### src/rtl/ssc_pkg.sv
package ssc_pkg;

  // depth in quarter-percent units of down-spread
  typedef logic [1:0] depth_t;

  function automatic depth_t sys_depth(input logic [2:0] code);
    case (code)
      3'b001:  return 2'd2;
      3'b010:  return 2'd3;
      3'b011:  return 2'd1;
      default: return 2'd0;
    endcase
  endfunction

  function automatic logic sys_reserved(input logic [2:0] code);
    return code[2];
  endfunction

  function automatic depth_t link_depth(input logic [1:0] code);
    case (code)
      2'b01:   return 2'd2;
      2'b10:   return 2'd3;
      default: return 2'd0;
    endcase
  endfunction

  // magnitude of the offset at a given triangle position
  function automatic int offset_mag(input int depth, input int pos, input int gain);
    return depth * pos * gain;
  endfunction

endpackage

### src/rtl/ssc_code_decode.sv
module ssc_code_decode
  import ssc_pkg::*;
(
  input  logic       clk,
  input  logic       rst_n,
  input  logic [2:0] sys_code,
  input  logic [1:0] link_code,
  input  logic       link_sel_100,
  output depth_t     sys_req,
  output depth_t     link_req,
  output logic       link_force_off,
  output logic       sys_code_err
);

  logic reserved_seen;

  assign reserved_seen  = sys_reserved(sys_code);
  assign sys_req        = reserved_seen ? 2'd0 : sys_depth(sys_code);
  assign link_force_off = !link_sel_100;
  assign link_req       = link_sel_100 ? link_depth(link_code) : 2'd0;

  always_ff @(posedge clk) begin
    if (!rst_n)             sys_code_err <= 1'b0;
    else if (reserved_seen) sys_code_err <= 1'b1;
  end

  p_err_sticky_r3: assert property (@(posedge clk) disable iff (!rst_n)
    sys_code_err |=> sys_code_err);

  p_err_sets_r3: assert property (@(posedge clk) disable iff (!rst_n)
    reserved_seen |=> sys_code_err);

  p_reserved_no_req_r3: assert property (@(posedge clk) disable iff (!rst_n)
    reserved_seen |-> (sys_req == 2'd0));

endmodule

### src/rtl/ssc_tri_counter.sv
module ssc_tri_counter #(
  parameter int HALF   = 4,
  parameter int STEP_W = $clog2(HALF + 1)
) (
  input  logic              clk,
  input  logic              rst_n,
  input  logic              tick,
  input  logic              run,
  input  logic              clear,
  output logic [STEP_W-1:0] step,
  output logic              at_zero
);

  localparam logic [STEP_W-1:0] TOP = STEP_W'(HALF);

  logic going_up;

  assign at_zero = (step == '0);

  always_ff @(posedge clk) begin
    if (!rst_n || clear || !run) begin
      step     <= '0;
      going_up <= 1'b1;
    end else if (tick) begin
      if (going_up) begin
        step <= step + 1'b1;
        if (step + 1'b1 == TOP) going_up <= 1'b0;
      end else begin
        step <= step - 1'b1;
        if (step == STEP_W'(1)) going_up <= 1'b1;
      end
    end
  end

  p_step_bound_r7: assert property (@(posedge clk) disable iff (!rst_n)
    step <= TOP);

  p_hold_no_tick_r7: assert property (@(posedge clk) disable iff (!rst_n)
    (!tick && run && !clear) |=> $stable(step));

  p_unit_step_r7: assert property (@(posedge clk) disable iff (!rst_n)
    (tick && run && !clear) |=>
      ((step == $past(step) + 1'b1) || (step == $past(step) - 1'b1)));

endmodule

### src/rtl/ssc_domain.sv
module ssc_domain
  import ssc_pkg::*;
#(
  parameter int HALF   = 4,
  parameter int GAIN   = 1,
  parameter int OFS_W  = 8,
  parameter int STEP_W = $clog2(HALF + 1)
) (
  input  logic                    clk,
  input  logic                    rst_n,
  input  logic                    tick,
  input  depth_t                  req,
  input  logic                    force_off,
  output logic signed [OFS_W-1:0] ofs,
  output logic                    spread_on
);

  depth_t             depth_q;
  logic [STEP_W-1:0]  step;
  logic               at_zero;
  logic               load_evt;

  // a nonzero request loads from the off state at once, or at zero offset
  assign load_evt  = tick && !force_off && (req != 2'd0) &&
                     ((depth_q == 2'd0) || at_zero);
  assign spread_on = (depth_q != 2'd0);

  always_ff @(posedge clk) begin
    if (!rst_n || force_off) depth_q <= 2'd0;
    else if (load_evt)       depth_q <= req;
  end

  ssc_tri_counter #(.HALF(HALF), .STEP_W(STEP_W)) u_tri (
    .clk     (clk),
    .rst_n   (rst_n),
    .tick    (tick),
    .run     (spread_on),
    .clear   (force_off),
    .step    (step),
    .at_zero (at_zero)
  );

  assign ofs = OFS_W'(-offset_mag(int'(depth_q), int'(step), GAIN));

  p_down_only_r1: assert property (@(posedge clk) disable iff (!rst_n)
    !(!ofs[OFS_W-1] && (ofs != '0)));

  p_off_zero_r1: assert property (@(posedge clk) disable iff (!rst_n)
    !spread_on |-> (ofs == '0));

  p_lock_r6: assert property (@(posedge clk) disable iff (!rst_n)
    (spread_on && !force_off) |=> spread_on);

  p_change_at_zero_r8: assert property (@(posedge clk) disable iff (!rst_n)
    (spread_on && !at_zero) |=> (!spread_on || $stable(depth_q)));

  p_force_off_r5: assert property (@(posedge clk) disable iff (!rst_n)
    force_off |=> !spread_on);

  p_start_at_zero_r9: assert property (@(posedge clk) disable iff (!rst_n)
    (!spread_on && load_evt) |=> (spread_on && at_zero));

endmodule

### src/rtl/spread_profile_gen.sv
module spread_profile_gen
  import ssc_pkg::*;
#(
  parameter int REF_HZ    = 25_000_000,
  parameter int MOD_HZ    = 31_500,
  parameter int STEP_GAIN = 1,
  parameter int OFS_W     = $clog2(3 * (REF_HZ / (2 * MOD_HZ)) * STEP_GAIN + 1) + 1
) (
  input  logic                    clk,
  input  logic                    rst_n,
  input  logic                    ref_en,
  input  logic [2:0]              sys_code,
  input  logic [1:0]              link_code,
  input  logic                    link_sel_100,
  output logic signed [OFS_W-1:0] sys_ofs,
  output logic                    sys_spread_on,
  output logic signed [OFS_W-1:0] link_ofs,
  output logic                    link_spread_on,
  output logic                    sys_code_err
);

  localparam int HALF   = REF_HZ / (2 * MOD_HZ);
  localparam int STEP_W = $clog2(HALF + 1);
  localparam int NDOM   = 2;

  depth_t                  dom_req   [NDOM];
  logic                    dom_force [NDOM];
  logic signed [OFS_W-1:0] dom_ofs   [NDOM];
  logic                    dom_on    [NDOM];
  depth_t                  sys_req_w;
  depth_t                  link_req_w;
  logic                    link_force_w;

  ssc_code_decode u_dec (
    .clk            (clk),
    .rst_n          (rst_n),
    .sys_code       (sys_code),
    .link_code      (link_code),
    .link_sel_100   (link_sel_100),
    .sys_req        (sys_req_w),
    .link_req       (link_req_w),
    .link_force_off (link_force_w),
    .sys_code_err   (sys_code_err)
  );

  assign dom_req[0]   = sys_req_w;
  assign dom_force[0] = 1'b0;
  assign dom_req[1]   = link_req_w;
  assign dom_force[1] = link_force_w;

  for (genvar d = 0; d < NDOM; d++) begin : g_dom
    ssc_domain #(
      .HALF   (HALF),
      .GAIN   (STEP_GAIN),
      .OFS_W  (OFS_W),
      .STEP_W (STEP_W)
    ) u_dom (
      .clk       (clk),
      .rst_n     (rst_n),
      .tick      (ref_en),
      .req       (dom_req[d]),
      .force_off (dom_force[d]),
      .ofs       (dom_ofs[d]),
      .spread_on (dom_on[d])
    );
  end

  assign sys_ofs        = dom_ofs[0];
  assign sys_spread_on  = dom_on[0];
  assign link_ofs       = dom_ofs[1];
  assign link_spread_on = dom_on[1];

  p_link_125_off_r5: assert property (@(posedge clk) disable iff (!rst_n)
    !link_sel_100 |=> (!link_spread_on && (link_ofs == '0)));

endmodule

### config.mk
export PLATFORM = sky130hd
export DESIGN_NAME = spread_profile_gen
export DESIGN_NICKNAME = d
export VERILOG_FILES = /design/src/rtl/ssc_pkg.sv /design/src/rtl/ssc_code_decode.sv /design/src/rtl/ssc_tri_counter.sv /design/src/rtl/ssc_domain.sv /design/src/rtl/spread_profile_gen.sv
export SDC_FILE = /design/constraint.sdc
export NUM_CORES = 1
export LEC_CHECK = 0
export ABC_AREA = 0
export BUFFER_PORTS_ARGS = -buffer_cell sky130_fd_sc_hd__buf_2
export CAP_MARGIN = 20
export CORE_MARGIN = 10
export CORE_UTILIZATION = 64
export DETAILED_ROUTE_END_ITERATION = 6
export GPL_TIMING_DRIVEN = 0
export HOLD_SLACK_MARGIN = 0.15
export PLACE_DENSITY = 0.86
export REMOVE_ABC_BUFFERS = 1
export SYNTH_ARGS = -nofsm -noshare
export SYNTH_HDL_FRONTEND = slang
export SYNTH_SLANG_ARGS = --single-unit
### constraint.sdc
create_clock -name clk -period 8.3 [get_ports clk]
set_clock_uncertainty 0.1 [all_clocks]
set_input_delay 1.66 -clock clk [delete_from_list [all_inputs] [get_ports clk]]
set_output_delay 1.66 -clock clk [all_outputs]
set_load 0.02 [all_outputs]
* Yosys cells after proc, flatten, opt, wreduce, memory -nomap -nowiden
Index checks and enable logic that the tools add are counted.
** Storage, ports and cells
- Register bits :: 25
- Bits of input ports :: 9
- Output and inout port bits :: 27
- Word-level logic and storage cells :: 58
** Cells by class
- Add/subtract/negate cells :: 6
- Multiply operators :: 2
- Eq/ne operators :: 9
- Multiplexer cells :: 12
- Reduce and logical (&&, ||, !) cells :: 22
** Operators by type and width (number)
- 12-bit negator :: 2
- 2-bit by 9-bit multiplier with 11-bit output :: 2
- 9-bit by 1-bit adder with 9-bit output, second input constant :: 2
- 9-bit by 1-bit == test with 1-bit output, second input constant :: 2
- 9-bit == test, second input constant :: 2
- 9-bit zero test :: 2
- 9-bit 2-to-1 mux :: 2
- 9-bit by 1-bit subtractor with 9-bit output, second input constant :: 2
- 2-bit nonzero test :: 4
- 3-bit by 2-bit == test with 1-bit output, second input constant :: 2
- 1-bit 2-to-1 mux :: 6
- 2-bit one-hot mux with 3 select lines :: 1
- 1-bit logical AND :: 5
- 1-bit logical OR :: 5
- 1-bit zero test :: 4
- 2-bit zero test :: 2
- 2-bit 2-to-1 mux :: 2
- 2-bit one-hot mux with 2 select lines :: 1
- 3-bit by 1-bit == test with 1-bit output, second input constant :: 1
- 2-bit by 1-bit == test with 1-bit output, second input constant :: 1
- 2-bit == test, second input constant :: 1

* Logic depth before layout (Yosys ltp)
Gate-level depths: netlist of run 1.
- Depth in word-level cells :: 6
- Depth in mapped cells :: 11
- Depth with buffers taken out :: 10

* By module
From an unflattened synthesis of run 1, not the netlist that was laid out.
** Second synthesis, totals
- Cells, all modules :: 397
- Area, all modules :: 2975.4 sq um
** By module, submodules not included
- ssc_domain :: times used 2, cells an instance 101, area an instance 732.0 sq um, seq. area each 40.0 sq um
- ssc_tri_counter :: times used 2, cells an instance 92, area an instance 715.7 sq um, seq. area each 200.2 sq um
- ssc_code_decode :: times used 1, cells an instance 10, area an instance 76.3 sq um, seq. area each 20.0 sq um
- spread_profile_gen :: times used 1, cells an instance 1, area an instance 3.8 sq um, seq. area each 0.0 sq um

* Least setup slack after synthesis of run 1
OpenSTA, ideal clock, no wires.
- Path type :: register to output
- Start :: reg g_dom[0].u_dom.depth_q[1]
- End :: out sys_ofs[10]
- Arrival :: 2.976 ns
- Data required time :: 6.540 ns
- Setup slack :: 3.564 ns
- Stages on the path, launching flop included :: 11
- Buffers on the path :: 1
- Path through :: dfxtp_1 -> clkbuf_1 -> and2_1 -> ha_1 -> fa_1 -> xor2_1 -> nor3b_1 -> o221ai_1 -> a211oi_2 -> o221ai_1 -> nor3_1
** On the way
- Cells in the longest elaborated chain, start to end :: 2
** Ends and longest elaborated chain
- from (decl) :: line ssc_domain.sv:18 : depth_t depth_q;
- from (signal assigned) :: line ssc_domain.sv:30 : else if (load_evt) depth_q <= req;
- 2-bit by 9-bit multiplier with 11-bit output :: line ssc_pkg.sv:29 : return depth * pos * gain;
- 12-bit negator :: line ssc_domain.sv:43 : assign ofs = OFS_W'(-offset_mag(int'(depth_q), int'(step), GAIN));
- to (decl) :: line spread_profile_gen.sv:15 : output logic signed [OFS_W-1:0] sys_ofs,
No other way between the ends.

* Final worst setup path of run 1
- Start :: reg g_dom[0].u_dom.u_tri.step[0]
- End :: out sys_ofs[10]
** On the way
- Cells in the longest elaborated chain, start to end :: 2
** Ends and longest elaborated chain
- from (decl) :: line ssc_tri_counter.sv:10 : output logic [STEP_W-1:0] step,
- from (signal assigned) :: line ssc_tri_counter.sv:26 : step <= step + 1'b1;
- from (signal assigned) :: line ssc_tri_counter.sv:29 : step <= step - 1'b1;
- 2-bit by 9-bit multiplier with 11-bit output :: line ssc_pkg.sv:29
- 12-bit negator :: line ssc_domain.sv:43
No other way between the ends.

==> impl_metrics.json, run 1 <==
{
  "synth_compound_area_frac": 0.217,
  "dieArea_um2": 8150,
  "grt_usage": 0.168,
  "path_cells": "and2_1, ha_1, fa_1, xor2_1, nor3b_1, o221ai_1, a211oi_2, o221ai_1, nor3_1, buf_2",
  "setup_slack_ps": 3130,
  "endpoint_kind": "output port",
  "pin_count": 36,
  "status": "finished, final reports clean",
  "hold_path.class": "reg -> reg",
  "synthTopCellsByArea": "dfxtp_1 16%, ha_1 11%, and2_1 6.5%, nor2_1 5.7%, xnor2_1 4.7%",
  "cts-root-buf": "clkbuf_8",
  "slew_viol_final": 0,
  "drt_iter0_markers": 156,
  "crit_top_cell": "o221ai_1",
  "postSynth.asyncResetShare": 0,
  "coreArea_um2": 4750,
  "port-buffer-count": 35,
  "crit_type": "reg -> out",
  "cts_setup_buffers": 0,
  "synth_area_um2": 3160,
  "cts_buffers": 3,
  "synth_commonest_cells": "48 x nor2_1, 37 x nand2_1, 33 x and2_1",
  "setup_violations": 0,
  "core.rowCount": 25,
  "crit_path_start_kind": "register",
  "synthAdderAreaFrac": 0.127,
  "clock_sinks": 25,
  "grt_pass1_wl_um": 12300,
  "gp_congestion": 0.913,
  "synthXorXnorAreaFrac": 0.0986,
  "synth_cells": 435,
  "diodes": 0,
  "synth_top_family_by_area": "simple AND/OR/NAND/NOR gates",
  "fmax_mhz": 194,
  "ctsResizeCount": 0,
  "initial_core_util": 0.665,
  "fin_tns_setup_ps": 0,
  "worstPathRequired_ps": 6540,
  "hold_buffers": 0,
  "power.density_nw_per_um2": 64.9,
  "muxShareOfSynthArea": 0.0131,
  "grt_max_degree": 29,
  "synth_cell_types": 61,
  "synth_flop_cell": "dfxtp_1",
  "cp_slowest_cell": "dfxtp_1",
  "max_stage_delay_ps": 460,
  "drt-total-wl_um": 7000,
  "drv_cap": 0,
  "hpwlAfterDp_um": 5450,
  "cts_buffer_depth": 2,
  "grt.overflow.total": 0,
  "ys_seq_elements": 25,
  "avgSynthCellArea_um2": 7.27,
  "synth_edf_count": 0,
  "yosysTopAreaCell": "dfxtp_1",
  "final_hold_viol_count": 0,
  "post-place-ws_ps": 3450,
  "crit_fanout": 12,
  "area_growth_pct": 6.73,
  "layout_worst_path_cycle_share": 0.623,
  "ys_seq_area_frac": 0.158,
  "period_needed_ps": 5170,
  "cts_tree": "built",
  "die_h_um": 90.3,
  "synth.yosys.warnings": 0,
  "vias": 3104,
  "wl_per_cell_um": 13.5,
  "rsz0062_at_grt": "false",
  "leakage_nw": 1.60,
  "clkTransAtPathRegs_ps": 80,
  "cp.arrival_ps": 3410,
  "drcViolationCount": 0,
  "grt_antenna_before_repair": 0,
  "maxSlewHeadroom": 0.589,
  "yosysMostFrequentCell": "nor2_1",
  "fp.dieW_um": 90.3,
  "peakVddDrop_uv": 66.5,
  "synth_simple_gate_area_share": 0.328,
  "final_antenna_net_count": 0,
  "tightest_slew_ps": 613,
  "drive_gt1_frac": 0.129,
  "cts.htree.levels": 1,
  "grt_pass1_vias": 2793,
  "via_per_inst": 6.00,
  "synth_top_cell_area_share": 0.158,
  "finalNetCount": 491,
  "first_pass_iters": 5,
  "clock_latency_ps": 270
}
## stage by stage
| step | cells | instance area [um^2] | util | total power [mW] | hold WS (ps) |
|---|---|---|---|---|---|
| final | 517 | 3370 | 0.709 | 0.219 | 373 |
| after global routing | 517 | 3370 | 0.709 | 0.229 | 410 |
| after CTS | 517 | 3370 | 0.709 | 0.220 | 376 |
| after detailed placement | 513 | 3330 | 0.700 | 0.149 | 355 |
| after global placement | 513 | 3330 | 0.700 | 0.148 | 346 |
| after floorplan | 411 | 3070 | - | 0.140 | 416 |
## area by class of cell
type	instances	area, um^2
clock buffers	4	45.0
fillers	431	1380
inverters	24	90.1
multi-input cells	362	2480
flip-flops and latches	25	500
well taps	67	83.8
repair buffers	35	175
## worst max-delay path, delay by kind of cell (launching register included)
| family | cells | cell delay [ps] |
|---|---|---|
| AOI/OAI and AO/OA | 3 | 820 |
| xor gates and xnor gates | 1 | 220 |
| adders and majority gates | 2 | 660 |
| buffers and inverters | 1 | 200 |
| DFF | 1 | 460 |
| and+or+nand+nor | 3 | 780 |
## worst paths after layout
kind,start,cells after the start,slack [ps],endpoint
worst min-delay path,u_dec.sys_code_err,1,370,u_dec.sys_code_err
worst max register to register,g_dom[1].u_dom.u_tri.step[2],6,6130,g_dom[1].u_dom.depth_q[0]
worst min register to register,u_dec.sys_code_err,1,370,u_dec.sys_code_err
worst max-delay path,g_dom[0].u_dom.u_tri.step[0],10,3130,sys_ofs[10]
## routing by layer
layer / global-route usage / share of wire
met5: 0 / 0
met4: 0.0504 / 0.0071
met3: 0.0249 / 0.051
met1: 0.218 / 0.47
met2: 0.280 / 0.47
## kinds of logic after synthesis
family	after synthesis
simple gates	199
fa+ha+maj	31
buf+inv	48
flops	25
mux	4
compound gates	94
xor+xnor	34
## layout by cell type, fill, tap and decap left out, types with 3 or more instances in the layout
master and n:
nor2b_1 6, nand2b_1 6, nor2_1 48, and2_1 33
buf_2 35, nor4_1 11, or2_2 4, o211a_1 3
a211oi_1 4, o211ai_1 3, clkbuf_8 3, or3_1 5
dfxtp_1 25, ha_1 29, or4_1 3, o21ai_0 23
xor2_1 16, nand2_1 37, xnor2_1 17, nor3_1 12
a31oi_1 6, a21o_1 5, nand4_1 7, nand3_1 14
mux2i_1 3, a21oi_1 22, inv_1 23
## where the power goes
group	leakage, nW	switching, mW	internal (mW)	total, mW
combinational	1.37	0.0132	0.00862	0.0218
clock	0.0228	0.0381	0.0343	0.0724
sequential	0.202	0.00334	0.121	0.125
## state kept, by name (all words and copies together), names as in the netlist
| signal | count |
|---|---|
| u_dec.sys_code_err | 1 |
| g_dom.u_dom.u_tri.going_up | 2 |
| g_dom.u_dom.u_tri.step | 18 |
| g_dom.u_dom.depth_q | 4 |
Note: power is estimated with default switching activity, not from simulation.
==> run 2, diff against run 1 <==
CORE_UTILIZATION = 60   (was 64)
PLACE_DENSITY = 0.82   (was 0.86)
clock period = 5 ns   (was 8.3 ns; I/O delays follow)
==> run 2 against run 1 <==
Compared with the run above:
- highest routed layer unchanged
- global-route usage down 0.87 points
- design area up 0.11%
- clock power up 70%
- sequential power up 66%
==> impl_metrics.json, run 2 (synthesized netlist as in run 1, its figures left out) <==
{
  "grt.overflow.total": 0,
  "clkTransAtPathRegs_ps": 90,
  "final_common_cell": "nor2_1",
  "reg_top3": "g_dom.u_dom.u_tri.step x18, g_dom.u_dom.depth_q x4, g_dom.u_dom.u_tri.going_up x2",
  "crit_fanout": 12,
  "vias": 3001,
  "period_needed_ps": 4510,
  "maxSlewHeadroom": 0.595,
  "layout_worst_path_cycle_share": 0.901,
  "worstPathRequired_ps": 3900,
  "ctsResizeCount": 0,
  "power.density_nw_per_um2": 108,
  "crit_top_cell": "o221ai_1",
  "rsz0062_at_grt": "false",
  "cts-root-buf": "clkbuf_8",
  "hold_buffers": 0,
  "wl_per_cell_um": 13.4,
  "final_cell_mix": "48 x nor2_1, 37 x nand2_1, 35 x buf_2",
  "final_hold_viol_count": 0,
  "seqPwrFrac": 0.566,
  "grt_pass1_wl_um": 12200,
  "tightest_slew_ps": 603,
  "fin_cells": 520,
  "pin_count": 36,
  "area_growth_pct": 6.85,
  "hpwlAfterDp_um": 5410,
  "drive_gt1_frac": 0.129,
  "cp_slowest_cell": "dfxtp_1",
  "coreArea_um2": 5110,
  "fmax_mhz": 222,
  "drv_cap": 0,
  "cts_setup_buffers": 0,
  "slew_viol_final": 0,
  "clock_sinks": 25,
  "crit_type": "reg -> out",
  "setup_violations": 0,
  "grt_max_degree": 29,
  "swShare": 0.255,
  "die_h_um": 92.6,
  "placedCellCount": 516,
  "cts_buffers": 3,
  "cp.buffers_inverters": 1,
  "clkPwrFrac": 0.337,
  "largest_register_ffs": 18,
  "initial_core_util": 0.619,
  "cp_top_family": "compound AO/OA/AOI/OAI gates",
  "gp_congestion": 0.867,
  "p_int_mw": 0.273,
  "finalNetCount": 491,
  "grt_antenna_before_repair": 0,
  "first_pass_iters": 5,
  "cts_buffer_depth": 2,
  "post-place-ws_ps": 808,
  "p_comb_frac": 0.098,
  "drcViolationCount": 0,
  "dieArea_um2": 8570,
  "crit_path_start_kind": "register",
  "grt_usage": 0.160,
  "port-buffer-count": 35,
  "via_per_inst": 5.77,
  "regMostFlops": "g_dom.u_dom.u_tri.step",
  "fin_tns_setup_ps": 0,
  "setup_slack_ps": 493,
  "core.rowCount": 26,
  "endpoint_kind": "output port",
  "drt_iter0_markers": 125,
  "final_antenna_net_count": 0,
  "clock_latency_ps": 270,
  "p_sw_mw": 0.0934,
  "status": "finished, final reports clean",
  "cts_tree": "built",
  "path_cells": "and2_1, ha_1, fa_1, xor2_1, nor3b_1, o221ai_1, a211oi_2, o221ai_1, nor3_1, buf_2",
  "place_area_um2": 3330,
  "cp.arrival_ps": 3410,
  "fin_util": 0.661,
  "drt-total-wl_um": 6990,
  "fp.dieW_um": 92.6,
  "hold_path.class": "reg -> reg",
  "leakage_nw": 1.60,
  "cts.htree.levels": 1,
  "grt_pass1_vias": 2800,
  "max_stage_delay_ps": 460,
  "diodes": 0,
  "design_area_um2": 3380,
  "peakVddDrop_uv": 132
}
[run 2: cell counts in the layout (fill, tap and decap cells not counted)]
Identical to the previous run, type by type.
[run 2: routing by layer]
| metal | up-vias | global-route usage | wire length, um |
|---|---|---|---|
| met5 | - | 0 | 0 |
| met4 | 0 | 0.0398 | 74 |
| met3 | 8 | 0.0258 | 403 |
| met2 | 63 | 0.274 | 3130 |
| met1 | 1370 | 0.202 | 3380 |
| li1 | 1560 | - | - |
[run 2: cell type report]
class,count,area [um^2]
Sequential cell,25,500
Timing Repair Buffer,35,175
Tap cell,70,87.6
Multi-Input combinational cell,362,2480
Inverter,24,90.1
Fill cell,455,1730
Clock buffer,4,45.0
[run 2: power by group through the flow]
stage / sequential, mW / clock, mW / combinational [mW]
after CTS: 0.207 / 0.126 / 0.0360
after global routing: 0.208 / 0.132 / 0.0398
final: 0.207 / 0.123 / 0.0358
after floorplan: 0.210 / 0 / 0.0212
after global placement: 0.211 / 0 / 0.0348
after detailed placement: 0.212 / 0 / 0.0359
[run 2: final timing paths]
check                                                  start                   endpoint  slack (ps)  cells after the start
worst max-delay path            g_dom[0].u_dom.u_tri.step[0]                sys_ofs[10]         490                     10
worst max register to register  g_dom[1].u_dom.u_tri.step[2]  g_dom[1].u_dom.depth_q[0]        2840                      6
worst min-delay path                      u_dec.sys_code_err         u_dec.sys_code_err         420                      1
worst min register to register            u_dec.sys_code_err         u_dec.sys_code_err         420                      1
[run 2: per-stage QoR]
stage,hold slack (ps),total power [mW]
after floorplan,416,0.232
after global placement,381,0.246
after detailed placement,392,0.247
after CTS,415,0.369
after global routing,475,0.380
final,420,0.366
